**src/rtl/expd_pkg.sv**
```systemverilog
package expd_pkg;

    localparam int HALF_W = 16;
    localparam int WORD_W = 2 * HALF_W;

    typedef enum logic [1:0] {
        XS_DECODED = 2'b00,
        XS_BRANCH  = 2'b01,
        XS_UNDEF   = 2'b10
    } xstat_e;

    typedef enum logic [1:0] {
        LAY_PLAIN,
        LAY_SHREG,
        LAY_NEG,
        LAY_MUL
    } alu_lay_e;

    typedef struct packed {
        logic [WORD_W-1:0] base;
        alu_lay_e          lay;
    } alu_ent_t;

    // register-register ALU group, 16 operations
    function automatic alu_ent_t alu_entry(input logic [3:0] op);
        alu_ent_t e;
        unique case (op)
            4'h0: e = '{32'hE0100000, LAY_PLAIN};
            4'h1: e = '{32'hE0300000, LAY_PLAIN};
            4'h2: e = '{32'hE1B00010, LAY_SHREG};
            4'h3: e = '{32'hE1B00030, LAY_SHREG};
            4'h4: e = '{32'hE1B00050, LAY_SHREG};
            4'h5: e = '{32'hE0B00000, LAY_PLAIN};
            4'h6: e = '{32'hE0D00000, LAY_PLAIN};
            4'h7: e = '{32'hE1B00070, LAY_SHREG};
            4'h8: e = '{32'hE1100000, LAY_PLAIN};
            4'h9: e = '{32'hE2700000, LAY_NEG};
            4'hA: e = '{32'hE1500000, LAY_PLAIN};
            4'hB: e = '{32'hE1700000, LAY_PLAIN};
            4'hC: e = '{32'hE1900000, LAY_PLAIN};
            4'hD: e = '{32'hE0100090, LAY_MUL};
            4'hE: e = '{32'hE1D00000, LAY_PLAIN};
            default: e = '{32'hE1F00000, LAY_PLAIN};
        endcase
        return e;
    endfunction

endpackage

```
**src/rtl/expd_half_sel.sv**
```systemverilog
module expd_half_sel
    import expd_pkg::*;
(
    input  logic [WORD_W-1:0] fetch_word,
    input  logic              big_endian,
    output logic [HALF_W-1:0] cur_half,
    output logic [HALF_W-1:0] oth_half
);
    logic [HALF_W-1:0] hi_h;
    logic [HALF_W-1:0] lo_h;

    assign hi_h = fetch_word[WORD_W-1:HALF_W];
    assign lo_h = fetch_word[HALF_W-1:0];

    always_comb begin
        if (big_endian) begin
            cur_half = hi_h;
            oth_half = lo_h;
        end else begin
            cur_half = lo_h;
            oth_half = hi_h;
        end
    end
endmodule

```
**src/rtl/expd_dp_group.sv**
```systemverilog
module expd_dp_group
    import expd_pkg::*;
#(
    parameter logic [31:0] FILL_WORD = 32'h0BAD_F00D
) (
    input  logic [10:0]       h,
    input  logic              arch_v5,
    output logic [WORD_W-1:0] dp_word,
    output xstat_e            dp_stat
);
    alu_ent_t   ent;
    logic [3:0] hd;
    logic [3:0] hs;

    assign ent = alu_entry(h[9:6]);
    assign hd  = {h[7], h[2:0]};
    assign hs  = {h[6], h[5:3]};

    always_comb begin
        dp_word = FILL_WORD;
        dp_stat = XS_DECODED;
        if (!h[10]) begin
            unique case (ent.lay)
                LAY_PLAIN: dp_word = ent.base | (32'(h[2:0]) << 16)
                                   | (32'(h[2:0]) << 12) | 32'(h[5:3]);
                LAY_SHREG: dp_word = ent.base | (32'(h[2:0]) << 12)
                                   | 32'(h[2:0]) | (32'(h[5:3]) << 8);
                LAY_NEG:   dp_word = ent.base | (32'(h[2:0]) << 12)
                                   | (32'(h[5:3]) << 16);
                LAY_MUL:   dp_word = ent.base | (32'(h[2:0]) << 16)
                                   | (32'(h[2:0]) << 8) | 32'(h[5:3]);
            endcase
        end else begin
            unique case (h[9:6])
                4'h1, 4'h2, 4'h3:
                    dp_word = 32'hE0800000 | (32'(hd) << 16) | (32'(hd) << 12) | 32'(hs);
                4'h5, 4'h6, 4'h7:
                    dp_word = 32'hE1500000 | (32'(hd) << 16) | (32'(hd) << 12) | 32'(hs);
                4'h9, 4'hA, 4'hB:
                    dp_word = 32'hE1A00000 | (32'(hd) << 16) | (32'(hd) << 12) | 32'(hs);
                4'hC, 4'hD:
                    dp_word = 32'hE12FFF10 | 32'(h[6:3]);
                4'hE, 4'hF: begin
                    if (arch_v5) dp_word = 32'hE12FFF30 | 32'(h[6:3]);
                    else         dp_stat = XS_UNDEF;
                end
                default: dp_stat = XS_UNDEF;
            endcase
        end
    end
endmodule

```
**src/rtl/expd_core.sv**
```systemverilog
module expd_core
    import expd_pkg::*;
#(
    parameter logic [31:0] FILL_WORD = 32'h0BAD_F00D
) (
    input  logic [HALF_W-1:0] h,
    input  logic              arch_v5,
    input  logic              arch_v6,
    output logic [WORD_W-1:0] core_word,
    output xstat_e            core_stat
);
    logic [WORD_W-1:0] dp_word;
    xstat_e            dp_stat;
    logic [WORD_W-1:0] rd12, rb16, lo3;

    expd_dp_group #(.FILL_WORD(FILL_WORD)) u_dp (
        .h       (h[10:0]),
        .arch_v5 (arch_v5),
        .dp_word (dp_word),
        .dp_stat (dp_stat)
    );

    assign rd12 = 32'(h[2:0]) << 12;
    assign rb16 = 32'(h[5:3]) << 16;
    assign lo3  = 32'(h[8:6]);

    always_comb begin
        core_word = FILL_WORD;
        core_stat = XS_DECODED;
        case (h[15:11])
            5'd0, 5'd1, 5'd2:
                core_word = 32'hE1B00000 | (32'(h[12:11]) << 5) | (32'(h[10:6]) << 7)
                          | 32'(h[5:3]) | rd12;
            5'd3: begin
                unique case (h[10:9])
                    2'd0: core_word = 32'hE0900000;
                    2'd1: core_word = 32'hE0500000;
                    2'd2: core_word = 32'hE2900000;
                    2'd3: core_word = 32'hE2500000;
                endcase
                core_word = core_word | lo3 | rb16 | rd12;
            end
            5'd4, 5'd5, 5'd6, 5'd7: begin
                unique case (h[12:11])
                    2'd0: core_word = 32'hE3B00000;
                    2'd1: core_word = 32'hE3500000;
                    2'd2: core_word = 32'hE2900000;
                    2'd3: core_word = 32'hE2500000;
                endcase
                core_word = core_word | 32'(h[7:0]) | (32'(h[10:8]) << 16)
                          | (32'(h[10:8]) << 12);
            end
            5'd8: begin
                core_word = dp_word;
                core_stat = dp_stat;
            end
            5'd9:
                core_word = 32'hE59F0000 | (32'(h[10:8]) << 12) | (32'(h[7:0]) << 2);
            5'd10, 5'd11: begin
                unique case ({h[9], h[11:10]})
                    3'b000: core_word = 32'hE7800000;
                    3'b001: core_word = 32'hE7C00000;
                    3'b010: core_word = 32'hE7900000;
                    3'b011: core_word = 32'hE7D00000;
                    3'b100: core_word = 32'hE18000B0;
                    3'b101: core_word = 32'hE19000D0;
                    3'b110: core_word = 32'hE19000B0;
                    3'b111: core_word = 32'hE19000F0;
                endcase
                core_word = core_word | rd12 | rb16 | lo3;
            end
            5'd12, 5'd13, 5'd14, 5'd15: begin
                unique case (h[12:11])
                    2'd0: core_word = 32'hE5800000;
                    2'd1: core_word = 32'hE5900000;
                    2'd2: core_word = 32'hE5C00000;
                    2'd3: core_word = 32'hE5D00000;
                endcase
                if (h[12]) core_word = core_word | rd12 | rb16 | 32'(h[10:6]);
                else       core_word = core_word | rd12 | rb16 | (32'(h[10:6]) << 2);
            end
            5'd16, 5'd17:
                core_word = (h[11] ? 32'hE1D000B0 : 32'hE1C000B0) | rd12 | rb16
                          | (32'(h[8:6]) << 1) | (32'(h[10:9]) << 8);
            5'd18, 5'd19:
                core_word = (h[11] ? 32'hE59D0000 : 32'hE58D0000)
                          | (32'(h[10:8]) << 12) | (32'(h[7:0]) << 2);
            5'd20, 5'd21:
                core_word = (h[11] ? 32'hE28D0F00 : 32'hE28F0F00)
                          | (32'(h[10:8]) << 12) | 32'(h[7:0]);
            5'd22, 5'd23: begin
                case (h[11:8])
                    4'h0: core_word = (h[7] ? 32'hE24DDF00 : 32'hE28DDF00) | 32'(h[6:0]);
                    4'h4: core_word = 32'hE92D0000 | 32'(h[7:0]);
                    4'h5: core_word = 32'hE92D4000 | 32'(h[7:0]);
                    4'hC: core_word = 32'hE8BD0000 | 32'(h[7:0]);
                    4'hD: core_word = 32'hE8BD8000 | 32'(h[7:0]);
                    4'hE: begin
                        if (arch_v5)
                            core_word = 32'hE1200070 | (32'(h[7:4]) << 8) | 32'(h[3:0]);
                        else
                            core_stat = XS_UNDEF;
                    end
                    4'h2: core_stat = arch_v6 ? XS_BRANCH : XS_UNDEF;
                    default: core_stat = XS_UNDEF;
                endcase
            end
            5'd24, 5'd25:
                core_word = (h[11] ? 32'hE8B00000 : 32'hE8A00000)
                          | (32'(h[10:8]) << 16) | 32'(h[7:0]);
            5'd26, 5'd27: begin
                if (h[11:8] == 4'hF)      core_word = 32'hEF000000 | 32'(h[7:0]);
                else if (h[11:8] == 4'hE) core_stat = XS_UNDEF;
                else                      core_stat = XS_BRANCH;
            end
            5'd29:
                core_stat = (arch_v5 && !h[0]) ? XS_BRANCH : XS_UNDEF;
            default:
                core_stat = XS_BRANCH;
        endcase
        if (core_stat != XS_DECODED) core_word = FILL_WORD;
    end
endmodule

```
**src/rtl/expd_top.sv**
```systemverilog
module expd_top
    import expd_pkg::*;
#(
    parameter logic [31:0] FILL_WORD = 32'h0BAD_F00D,
    parameter bit          REG_OUT   = 1'b1
) (
    input  logic        clk,
    input  logic        rst_n,
    input  logic [31:0] fetch_word,
    input  logic        big_endian,
    input  logic        arch_v5,
    input  logic        arch_v6,
    output logic [31:0] xword,
    output logic [1:0]  xstatus,
    output logic [15:0] other_half
);
    logic [HALF_W-1:0] cur_half;
    logic [HALF_W-1:0] oth_half;
    logic [WORD_W-1:0] core_word;
    xstat_e            core_stat;

    expd_half_sel u_sel (
        .fetch_word (fetch_word),
        .big_endian (big_endian),
        .cur_half   (cur_half),
        .oth_half   (oth_half)
    );

    expd_core #(.FILL_WORD(FILL_WORD)) u_core (
        .h         (cur_half),
        .arch_v5   (arch_v5),
        .arch_v6   (arch_v6),
        .core_word (core_word),
        .core_stat (core_stat)
    );

    generate
        if (REG_OUT) begin : g_reg
            // output stage: reset value, then previous cycle's translation
            always_ff @(posedge clk or negedge rst_n) begin
                if (!rst_n) begin
                    xword      <= FILL_WORD;
                    xstatus    <= XS_UNDEF;
                    other_half <= '0;
                end else begin
                    xword      <= core_word;
                    xstatus    <= core_stat;
                    other_half <= oth_half;
                end
            end


            reg_latency_chk: assert property (@(posedge clk) disable iff (!rst_n)
                $past(rst_n) |-> (xstatus == $past(core_stat)) && (other_half == $past(oth_half)));
        end else begin : g_comb
            assign xword      = core_word;
            assign xstatus    = core_stat;
            assign other_half = oth_half;
        end
    endgenerate


    nondecoded_fill_chk: assert property (@(posedge clk) disable iff (!rst_n)
        (xstatus != 2'b00) |-> (xword == FILL_WORD));


    decoded_cond_chk: assert property (@(posedge clk) disable iff (!rst_n)
        (core_stat == XS_DECODED) |-> (core_word[31:28] == 4'hE));


    uncond_branch_chk: assert property (@(posedge clk) disable iff (!rst_n)
        ((cur_half[15:11] == 5'b11100) || (cur_half[15:12] == 4'hF)) |-> (core_stat == XS_BRANCH));


    bkpt_gate_chk: assert property (@(posedge clk) disable iff (!rst_n)
        (!arch_v5 && (cur_half[15:8] == 8'hBE)) |-> (core_stat == XS_UNDEF));


    swi_map_chk: assert property (@(posedge clk) disable iff (!rst_n)
        (cur_half[15:8] == 8'hDF) |-> ((core_stat == XS_DECODED)
                                       && (core_word == {24'hEF0000, cur_half[7:0]})));


    endian_route_chk: assert property (@(posedge clk) disable iff (!rst_n)
        big_endian |-> ({cur_half, oth_half} == fetch_word));
endmodule

```
**config.mk**
```make
export PLATFORM = sky130hd
export DESIGN_NAME = expd_top
export DESIGN_NICKNAME = d
export VERILOG_FILES = /design/src/rtl/expd_pkg.sv /design/src/rtl/expd_half_sel.sv /design/src/rtl/expd_dp_group.sv /design/src/rtl/expd_core.sv /design/src/rtl/expd_top.sv
export SDC_FILE = /design/constraint.sdc
export NUM_CORES = 1
export LEC_CHECK = 0
export BUFFER_PORTS_ARGS = -buffer_cell sky130_fd_sc_hd__buf_2
export CAP_MARGIN = 20
export CORE_UTILIZATION = 56
export DETAILED_ROUTE_END_ITERATION = 6
export HOLD_SLACK_MARGIN = 0.06
export PLACE_DENSITY = 0.77
export SLEW_MARGIN = 15
export SYNTH_ARGS = -nofsm -noshare
export SYNTH_HDL_FRONTEND = slang
export SYNTH_SLANG_ARGS = --single-unit
```
**constraint.sdc**
```tcl
create_clock -name clk -period 0.8 [get_ports clk]
set_clock_uncertainty 0.05 [all_clocks]
set_input_delay 0.12 -clock clk [delete_from_list [all_inputs] [get_ports clk]]
set_output_delay 0.12 -clock clk [all_outputs]
set_load 0.01 [all_outputs]
```
==> results.toml, run 1 <==
[status]
status = "did not finish"
haltStage = "5_1_grt"
tool.error = "[ERROR GRT-0116] Global routing finished with congestion. Check the congestion regions in the DRC Viewer."

[placement]
place.gp.congestion = 1.23
place_ws_ps = -1650
io_buffers = 85
dpl.hpwl_um = 15200

[die]
initial_core_util = 0.586
io_pins = 87
fp-row-count = 31
die_h_um = 89.6
die_x_um = 89.6

[clocking]
cts_inserted_buffers = 5
cts-root-buf = "clkbuf_8"
htree_levels = 2
clk_path_buf_depth = 2
cts_sinks = 47

[global_routing]
grt_pass1_vias = 7904
overflow = 66
grt_max_degree = 24
grt_pass1_wl_um = 46700
grt_util_all_layers = 0.796

[logic_synthesis]
synthCells = 509
ys_ff_latch = 47
ys.flop_type = "dfrtp_1"
syn-num-nets = 553
synth_edf_count = 0
netlist_area_um2 = 4300
synth_cell_types = 82
ys_seq_area_frac = 0.278
yosysWarningCount = 0
async_reset_ff_frac = 1.00
syn_avg_cell_area_um2 = 8.45
==> per-stage QoR <==
step	util	instance area (µm²)	hold WS [ps]	instances
4_1_cts	0.959	7030	-2.32	879
3_5_place_dp	0.865	6340	-51.9	860
3_3_place_gp	0.865	6340	-58.7	860
2_1_floorplan	-	4490	-226	509
==> synthesized netlist by cell type, drive strengths merged (3+ instances only) <==
cell | n | area (µm²)
a2111oi | 5 | 43.8
a211oi | 8 | 65.1
a21boi | 3 | 30.0
a21o | 5 | 37.5
a21oi | 38 | 198
a221o | 3 | 30.0
a221oi | 7 | 61.3
a22oi | 8 | 60.1
a311oi | 5 | 43.8
a31oi | 11 | 68.8
a32o | 5 | 50.1
a32oi | 3 | 26.3
and2 | 9 | 56.3
buf | 22 | 173
clkbuf | 19 | 71.3
dfrtp | 31 | 776
dfstp | 16 | 420
ha | 7 | 87.6
inv | 9 | 33.8
mux2 | 26 | 293
mux2i | 14 | 169
nand2 | 37 | 141
nand2b | 4 | 25.0
nand3 | 28 | 140
nand3b | 6 | 57.6
nand4 | 5 | 31.3
nor2 | 32 | 120
nor2b | 7 | 43.8
nor3 | 16 | 80.1
nor3b | 4 | 35.0
nor4 | 5 | 31.3
o2111ai | 4 | 35.0
o211ai | 8 | 60.1
o21a | 3 | 22.5
o21ai | 40 | 200
o221ai | 4 | 35.0
o22ai | 10 | 62.6
o32ai | 4 | 42.6
or2 | 6 | 37.5
==> cells by family after synthesis <==
logic type               after synthesis  synth area share
AO/OA/AOI/OAI                        193             0.315
AND/OR/NAND/NOR                      170             0.208
buffers and inverters                 50            0.0646
flip-flops                            47             0.278
multiplexers                          41             0.113
adder cells (fa/ha/maj)                7            0.0204
other                                  1          0.000872
==> timing repair <==
action / 4_1_cts
pin swaps: 25
setup endpoints to repair: 87
gates cloned: 1
hold buffers: 1
hold endpoints to repair: 41
setup buffers: 10
gates resized for setup: 96
==> layer usage <==
layer,GRT overflow,global-route usage
met3,1,0.669
met4,30,0.840
met1,1,0.765
met2,34,0.956
met5,0,0.351
==> run 2, diff against run 1 <==
Settings changed: CORE_UTILIZATION 56 to 40, HOLD_SLACK_MARGIN 0.06 to unset, PLACE_DENSITY 0.77 to unset, PLACE_DENSITY_LB_ADDON set to 0.15.
==> run 2 against run 1 <==
- the flow now finishes, with violations (design-rule violations, negative hold slack, negative setup slack)
- area after synthesis unchanged
- synthesized cell count unchanged
==> results.toml, run 2 <==
[die]
initial_core_util = 0.415
die_h_um = 106
core_area_um2 = 10400
io_pins = 87
fp-row-count = 37
die_x_um = 106
die_area_um2 = 11200

[final_layout]
synthToLayoutAreaGrowth_pct = 95.8
layout.nets = 889
drive_gt1_frac = 0.680
top_regs = "xword x29, other_half x16, xstatus x2"
final_area_um2 = 8420
largest_register_ffs = 29
final_cell_mix = "221 x buf_4, 68 x buf_2, 58 x buf_6"
largest-register = "xword"
layout_commonest_cell = "buf_4"
antennaDiodeCount = 0
fin_util = 0.812
final_cells = 982

[logic_synthesis]
yosys.area.top_type = "dfrtp_1"
syn-num-nets = 553
synth.area.mux_share = 0.113
synth-compound-area-share = 0.315
synthMostInstantiatedCell = "o21ai_0"
synthTopCellsByCount = "39 x o21ai_0, 36 x a21oi_1, 36 x nand2_1"
netlist.area_leader.share = 0.180
synthXorXnorAreaFrac = 0
yosys.area_share.adder = 0.0204
ys.flop_type = "dfrtp_1"
synth_edf_count = 0
ys_ff_latch = 47
synth_top_family_by_area = "compound AO/OA/AOI/OAI gates"
async_reset_ff_frac = 1.00
netlist_area_um2 = 4300
synthCells = 509
synth_cell_types = 82
yosys.area_share.simple = 0.208
ys_top_cells_by_area = "dfrtp_1 18%, dfstp_2 9.8%, mux2_2 6.8%"
syn_avg_cell_area_um2 = 8.45
ys_seq_area_frac = 0.278
yosysWarningCount = 0

[placement]
dpl.hpwl_um = 17400
dp_cells = 911
place.gp.congestion = 1.07
place_ws_ps = -1640
io_buffers = 85
placed_area_um2 = 6540

[critical_path]
arrival_ps = 2150
worst_path_most_repeated_cell = "buf_6"
crit_slowest_cell = "and4b_4"
worstSetupEndpointType = "flip-flop"
required_ps = 940
worst-path-max-fanout = 6
startpoint_type = "input port"
worstSetupPathType = "input port to flip-flop"
path_cells = "buf_12 > buf_12 > buf_8 > buf_6 > nor3b_4 > o2bb2ai_4 > buf_6 > a31oi_1 > nand3_1 > and4b_4 > buf_6 > a21boi_2"
cpPeakStageDelay_ps = 330

[worst_hold_path]
hold_path_class = "input port to flip-flop"

[routing]
antenna_left = 0
avgRoutedWirePerCell_um = 27.2
num_vias = 6516
drt_wl_total_um = 26700
drt_pass1_iterations = 7
drc = 13
drt-vias-per-instance = 6.64
drtIter0Drc = 795

[clocking]
cts_inserted_buffers = 5
cts-root-buf = "clkbuf_8"
clkTransAtPathRegs_ps = 120
htree_levels = 2
cts_sinks = 47
ctsHoldBuffers = 1
cts_tree = "yes"
clk_path_buf_depth = 2

[timing]
setup_violations = 92
whs_ps = -5.59
maxSlewViolCount = 0
hold_viol = 1
min_period_ps = 2010
worst_slew_pin_slew_ps = 632
timing.fmax_mhz = 497
setup_ws_ps = -1210
rsz0062_at_grt = "yes"
fin_tns_setup_ps = -48430
fin_crit_sh = 2.51
relSlewSlack = 0.574

[global_routing]
grt_pass1_vias = 6383
antenna_found_initial = 0
overflow = 0
grt_max_degree = 48
grt_util_all_layers = 0.461
grt_pass1_wl_um = 38000

[power_and_ir_drop]
leakage_nw = 3.75
power_density_nw_per_um2 = 1310
irDropWorstVdd_uv = 835

[job]
maxCapViolations = 0

[status]
violations = "design-rule violations, negative hold slack, negative setup slack"
status = "finished, violations left"
## run 2: path summary, 6_finish.rpt
path	startpoint	to	slack, ps	cells after the start
hold / removal	fetch_word[6]	other_half[6]	-6	2
min in group asynchronous	rst_n	other_half[12]	250	3
max in group asynchronous	rst_n	xstatus[1]	140	3
setup / recovery	big_endian	xword[8]	-1210	12
## run 2: kinds of logic after synthesis
family / count (synthesis)
other: 1
AOI/OAI and AO/OA: 193
buffers and inverters: 50
muxes: 41
and+or+nand+nor: 170
adders and majority gates: 7
DFF: 47
## run 2: metal layers
metal	share of wire	track usage	vias up
met3	0.13	0.130	199
met2	0.43	0.707	586
met1	0.35	0.553	3082
met4	0.087	0.323	0
li1	-	-	2649
met5	0	0	-
## run 2: stage by stage
step	total power, W	hold slack (ps)
CTS	0.0104	-15.7
global placement	0.00708	69.4
finish	0.0110	-5.59
floorplan	0.00489	-226
global route	0.0113	-14.9
detailed placement	0.00712	78.6
## run 2: layout make-up
cell class | instances | area (µm²)
multi-input combinational | 412 | 3750
timing repair buffer | 370 | 3120
fill | 603 | 1950
sequential | 47 | 1200
tap | 136 | 170
clock inverter | 3 | 71.3
clock buffer | 5 | 68.8
inverter | 9 | 36.3
## run 2: repair_timing
item / CTS / global route
gates resized for setup: 185 / 69
setup endpoints to repair: 91 / 92
hold endpoints to repair: 36 / 1
buffers inserted: 43 / 15
cloned: 7 / 0
pin swaps: 50 / 41
## run 2: power by group
part | internal, W | total (W) | switching (W)
clock | 0.00127 | 0.00225 | 0.000977
combinational | 0.00286 | 0.00587 | 0.00301
sequential | 0.00278 | 0.00291 | 0.000130
total | 0.00691 | 0.0110 | 0.00412
## run 2: critical path, delay by kind of cell
| kind | cells | cell delay [ps] |
|---|---|---|
| AOI/OAI and AO/OA | 3 | 430 |
| buffers and inverters | 6 | 790 |
| and+or+nand+nor | 3 | 800 |
No activity file was read; power rests on OpenSTA's default activity.
==> run 3, diff against run 2 <==
Settings changed: CORE_MARGIN set to 2.
==> run 3 against run 2 <==
- the run ends with negative setup slack left
- critical path depth fell by 2
- via count decreased by 5.4%
- sequential share of layout area is 1.1 points higher
- critical path type unchanged
- clock-buffer cell count increased by 1
- power shrank 8.1%
==> results.toml, run 3 (synthesis gave the netlist of run 2 again) <==
[status]
status = "finished, violations left"
violations = "negative setup slack"

[critical_path]
timing.critical_path.buf_inv = 4
cpPeakStageDelay_ps = 460
arrival_ps = 2100
crit_slowest_cell = "and4b_4"
worst-path-max-fanout = 11
required_ps = 970
worstSetupPathType = "input port to flip-flop"
worst_path_most_repeated_cell = "buf_12"
worstSetupEndpointType = "flip-flop"
cp_top_family = "simple AND/OR/NAND/NOR gates"
startpoint_type = "input port"
worstSetupPathDepth = 10
path_cells = "buf_12 > buf_6 > buf_12 > nand3b_1 > a211oi_2 > a21boi_1 > a311o_2 > and4b_4 > buf_12 > nand4b_1"

[final_layout]
synthToLayoutAreaGrowth_pct = 81.3
largest-register = "xword"
final_area_um2 = 7800
fillers = 722
top_regs = "xword x29, other_half x16, xstatus x2"
layout.nets = 862
layout_commonest_cell = "buf_4"
final_cell_mix = "226 x buf_4, 66 x buf_2, 40 x buf_6"
antennaDiodeCount = 0
fin_util = 0.752
largest_register_ffs = 29
drive_gt1_frac = 0.641

[routing]
drt_wl_total_um = 24200
antenna_left = 0
num_vias = 6167
drt_pass1_iterations = 5
avgRoutedWirePerCell_um = 25.3
drt-vias-per-instance = 6.46
drc = 0
drtIter0Drc = 597

[timing]
fin_tns_setup_ps = -42980
min_period_ps = 1930
maxSlewViolCount = 0
setup_violations = 85
rsz0062_at_grt = "yes"
whs_ps = 0.458
setup_ws_ps = -1130
relSlewSlack = 0.565
hold_viol = 0
worst_slew_pin_slew_ps = 645
timing.fmax_mhz = 518
fin_crit_sh = 2.41

[global_routing]
grt_pass1_vias = 6062
grt_pass1_wl_um = 35700
grt_max_degree = 48
grt_util_all_layers = 0.414
overflow = 0
antenna_found_initial = 0

[worst_hold_path]
worstHoldPathCells = 2
hold_path_class = "input port to flip-flop"

[clocking]
cts_tree = "yes"
cts_inserted_buffers = 5
cts_sinks = 47
clk_path_buf_depth = 2
cts-root-buf = "clkbuf_8"
htree_levels = 2
clkTransAtPathRegs_ps = 120

[placement]
dpl.hpwl_um = 17400
placed_area_um2 = 6480
io_buffers = 85
place.gp.congestion = 1.07

[power_and_ir_drop]
power_density_nw_per_um2 = 1300
irDropWorstVdd_uv = 890
leakage_nw = 3.50

[die]
initial_core_util = 0.415
io_pins = 87
die_area_um2 = 11600
fp-row-count = 37
die_x_um = 108
die_h_um = 108
core_area_um2 = 10400

[job]
maxCapViolations = 0
==> run 3: area by class of cell <==
| type | count | area [µm²] | share of cell area |
|---|---|---|---|
| multi-input cells | 412 | 3570 | 0.458 |
| inverters | 9 | 38.8 | 0.00498 |
| repair buffers | 343 | 2710 | 0.348 |
| flip-flops and latches | 47 | 1200 | 0.153 |
| well taps | 136 | 170 | 0.0218 |
| clock buffers | 6 | 93.8 | 0.0120 |
| clock inverters | 2 | 17.5 | 0.00225 |
==> run 3: repair_timing <==
action                                  4_1_cts  5_1_grt
setup buffers                                27       16
cloned                                        2        1
resized for setup                           137       51
hold endpoints to repair                     38        0
endpoints found under the setup margin       85       85
pin swaps                                    35       38
hold buffers                                  1        0
==> run 3: per-stage QoR <==
step	instances	total power, W	setup WS, ps
floorplan	509	0.00489	-1810
global placement	906	0.00698	-1720
detailed placement	906	0.00703	-1680
CTS	941	0.00973	-1100
global route	955	0.0105	-1180
finish	955	0.0101	-1130
==> run 3: path summary, 6_finish.rpt <==
| path | slack, ps | endpoint | startpoint |
|---|---|---|---|
| max in group asynchronous | 140 | xword[14] | rst_n |
| worst max-delay path | -1130 | xword[16] | big_endian |
| min in group asynchronous | 250 | other_half[13] | rst_n |
| worst min-delay path | 0.5 | other_half[5] | fetch_word[21] |
==> run 3: report_power, final <==
group          internal, W  switching [W]
registers          0.00278       0.000123
clock network     0.000827        0.00105
logic              0.00260        0.00275
==> run 3: per-layer routing <==
metal | share of wire | track usage | up-vias
li1 | - | - | 2603
met1 | 0.36 | 0.506 | 2951
met2 | 0.46 | 0.683 | 462
met3 | 0.11 | 0.0987 | 151
met4 | 0.073 | 0.201 | 0
met5 | 0 | 0 | -
==> run 4, diff against run 3 <==
Settings changed: ABC_AREA set to 1.
==> run 4 against run 3 <==
- synthesized cell count up 27%
- largest power group unchanged
- worst hold slack better by 7.5 ps
- area after synthesis down 2.1%
- non-clock buffer count down 37
- highest routed layer unchanged
- cell count up 12%
- critical endpoint is now xword[5]
- utilization down 1.6 points
- the run still ends with negative setup slack left
- clock power up 10%
==> results.toml, run 4 <==
[status]
status = "finished, violations left"
violations = "negative setup slack"

[timing]
min_period_ps = 1530
setup_ws_ps = -732
rsz0062_at_grt = "yes"
setup_violations = 80
maxSlewViolCount = 0
timing.fmax_mhz = 653
fin_crit_sh = 1.91
hold_viol = 0

[logic_synthesis]
syn-num-nets = 690
ys.flop_type = "dfrtp_1"
synth_edf_count = 0
netlist_area_um2 = 4210
ys_top_cells_by_area = "dfrtp_1 18%, nand2_1 18%, dfstp_2 10%"
syn_avg_cell_area_um2 = 6.52
ys_seq_area_frac = 0.284
synthTopCellsByCount = "204 x nand2_1, 63 x inv_1, 63 x nor2_1"
ys_ff_latch = 47
synthMostInstantiatedCell = "nand2_1"
async_reset_ff_frac = 1.00
yosysWarningCount = 0
synthCells = 646
yosys.area.top_type = "dfrtp_1"
netlist.area_leader.share = 0.184
synth_cell_types = 42

[die]
die_h_um = 107
die_x_um = 107
core_area_um2 = 10300
initial_core_util = 0.410
io_pins = 87
die_area_um2 = 11400
fp-row-count = 37

[final_layout]
synthToLayoutAreaGrowth_pct = 79.8
largest_register_ffs = 29
top_regs = "xword x29, other_half x16, xstatus x2"
largest-register = "xword"
drive_gt1_frac = 0.568
antennaDiodeCount = 0
final_cells = 1071
layout.nets = 978
final_cell_mix = "186 x buf_4, 145 x nand2_1, 65 x buf_2"
final_area_um2 = 7570
layout_commonest_cell = "buf_4"

[global_routing]
grt_pass1_wl_um = 30400
overflow = 0
antenna_found_initial = 0
grt_util_all_layers = 0.350
grt_pass1_vias = 5691
grt_max_degree = 48

[power_and_ir_drop]
clock_power_share = 0.209
netSwitchingPower_w = 0.00377
combinationalPowerShare = 0.494
power_frac_seq = 0.297
irDropWorstVdd_uv = 933
p_int_w = 0.00612
power_density_nw_per_um2 = 1310
leakage_nw = 3.86
swShare = 0.381

[clocking]
clkTransAtPathRegs_ps = 110
cts_sinks = 47
cts_inserted_buffers = 5
clk_path_buf_depth = 2
cts_tree = "yes"
htree_levels = 2
cts-root-buf = "clkbuf_8"

[critical_path]
required_ps = 990
worst-path-max-fanout = 7
worstSetupEndpointType = "flip-flop"
arrival_ps = 1730
startpoint_type = "input port"
worstSetupPathType = "input port to flip-flop"

[job]
maxCapViolations = 0

[placement]
io_buffers = 85
dp_cells = 1019
place.gp.congestion = 1.07
dpl.hpwl_um = 14700
placed_area_um2 = 6110
place_ws_ps = -1300

[routing]
avgRoutedWirePerCell_um = 18.3
drt_pass1_iterations = 5
num_vias = 5728
antenna_left = 0
drtIter0Drc = 555
drt_wl_total_um = 19600
drt-vias-per-instance = 5.35
drc = 0

[worst_hold_path]
hold_path_class = "input port to flip-flop"
run 4: timing repair:
action	4_1_cts	5_1_grt
hold buffers	11	0
pin swaps	48	26
setup buffers	26	8
endpoints found under the hold margin	43	0
gates resized for setup	188	51
endpoints found under the setup margin	80	80
gates cloned	0	0
run 4: power by group through the flow:
stage	Clock, W	Combinational, W	Sequential (W)
after floorplan	0	0.00181	0.00313
after global placement	0	0.00372	0.00293
after detailed placement	0	0.00374	0.00294
after CTS	0.00209	0.00458	0.00294
after global routing	0.00219	0.00519	0.00297
final	0.00207	0.00489	0.00294
run 4: path summary, 6_finish.rpt:
kind,start,to,slack [ps],cells after the start
max in group asynchronous,rst_n,xword[13],90,3
worst max-delay path,big_endian,xword[5],-730,13
worst min-delay path,fetch_word[8],other_half[8],8,3
min in group asynchronous,rst_n,other_half[8],300,3
run 4: logic make-up after synthesis:
logic type | share of synthesized area
adders and majority gates | 0.0208
AOI/OAI and AO/OA | 0.155
buffers and inverters | 0.106
other | 0.000891
and+or+nand+nor | 0.432
DFF | 0.284
run 4: through the flow:
stage / TNS (ps) / hold slack (ps) / util / total power (W)
finish: -31920 / 7.98 / 0.736 / 0.00989
global route: -35010 / 12.4 / 0.736 / 0.0104
CTS: -30770 / 2.27 / 0.712 / 0.00962
detailed placement: -39280 / 78.9 / 0.595 / 0.00668
global placement: -37800 / 70.5 / 0.595 / 0.00665
floorplan: -33080 / -226 / - / 0.00494
run 4: final cells by class:
type / count / area [µm²]
multi-input cells: 505 / 3410
fillers: 799 / 2710
repair buffers: 306 / 2380
flip-flops and latches: 47 / 1200
inverters: 69 / 287
well taps: 136 / 170
clock buffers: 7 / 97.6
clock inverters: 1 / 30.0
run 4: per-layer routing:
| layer | wire length [µm] | vias to the layer above | share of wire | track usage |
|---|---|---|---|---|
| met5 | 0 | - | 0 | 0 |
| met4 | 982 | 0 | 0.050 | 0.167 |
| met3 | 1600 | 63 | 0.082 | 0.0596 |
| met2 | 9000 | 312 | 0.46 | 0.568 |
| met1 | 7990 | 2678 | 0.41 | 0.451 |
| li1 | - | 2675 | - | - |
run 4: critical path, stage by stage:
cell,delay (ps)
buf_12,110
inv_8,40
buf_8,130
buf_6,120
nand2_4,70
nand2_8,70
nor2_4,180
nand3_4,160
nor2_4,230
inv_2,90
o211ai_1,200
nor2_1,80
nand3_1,100
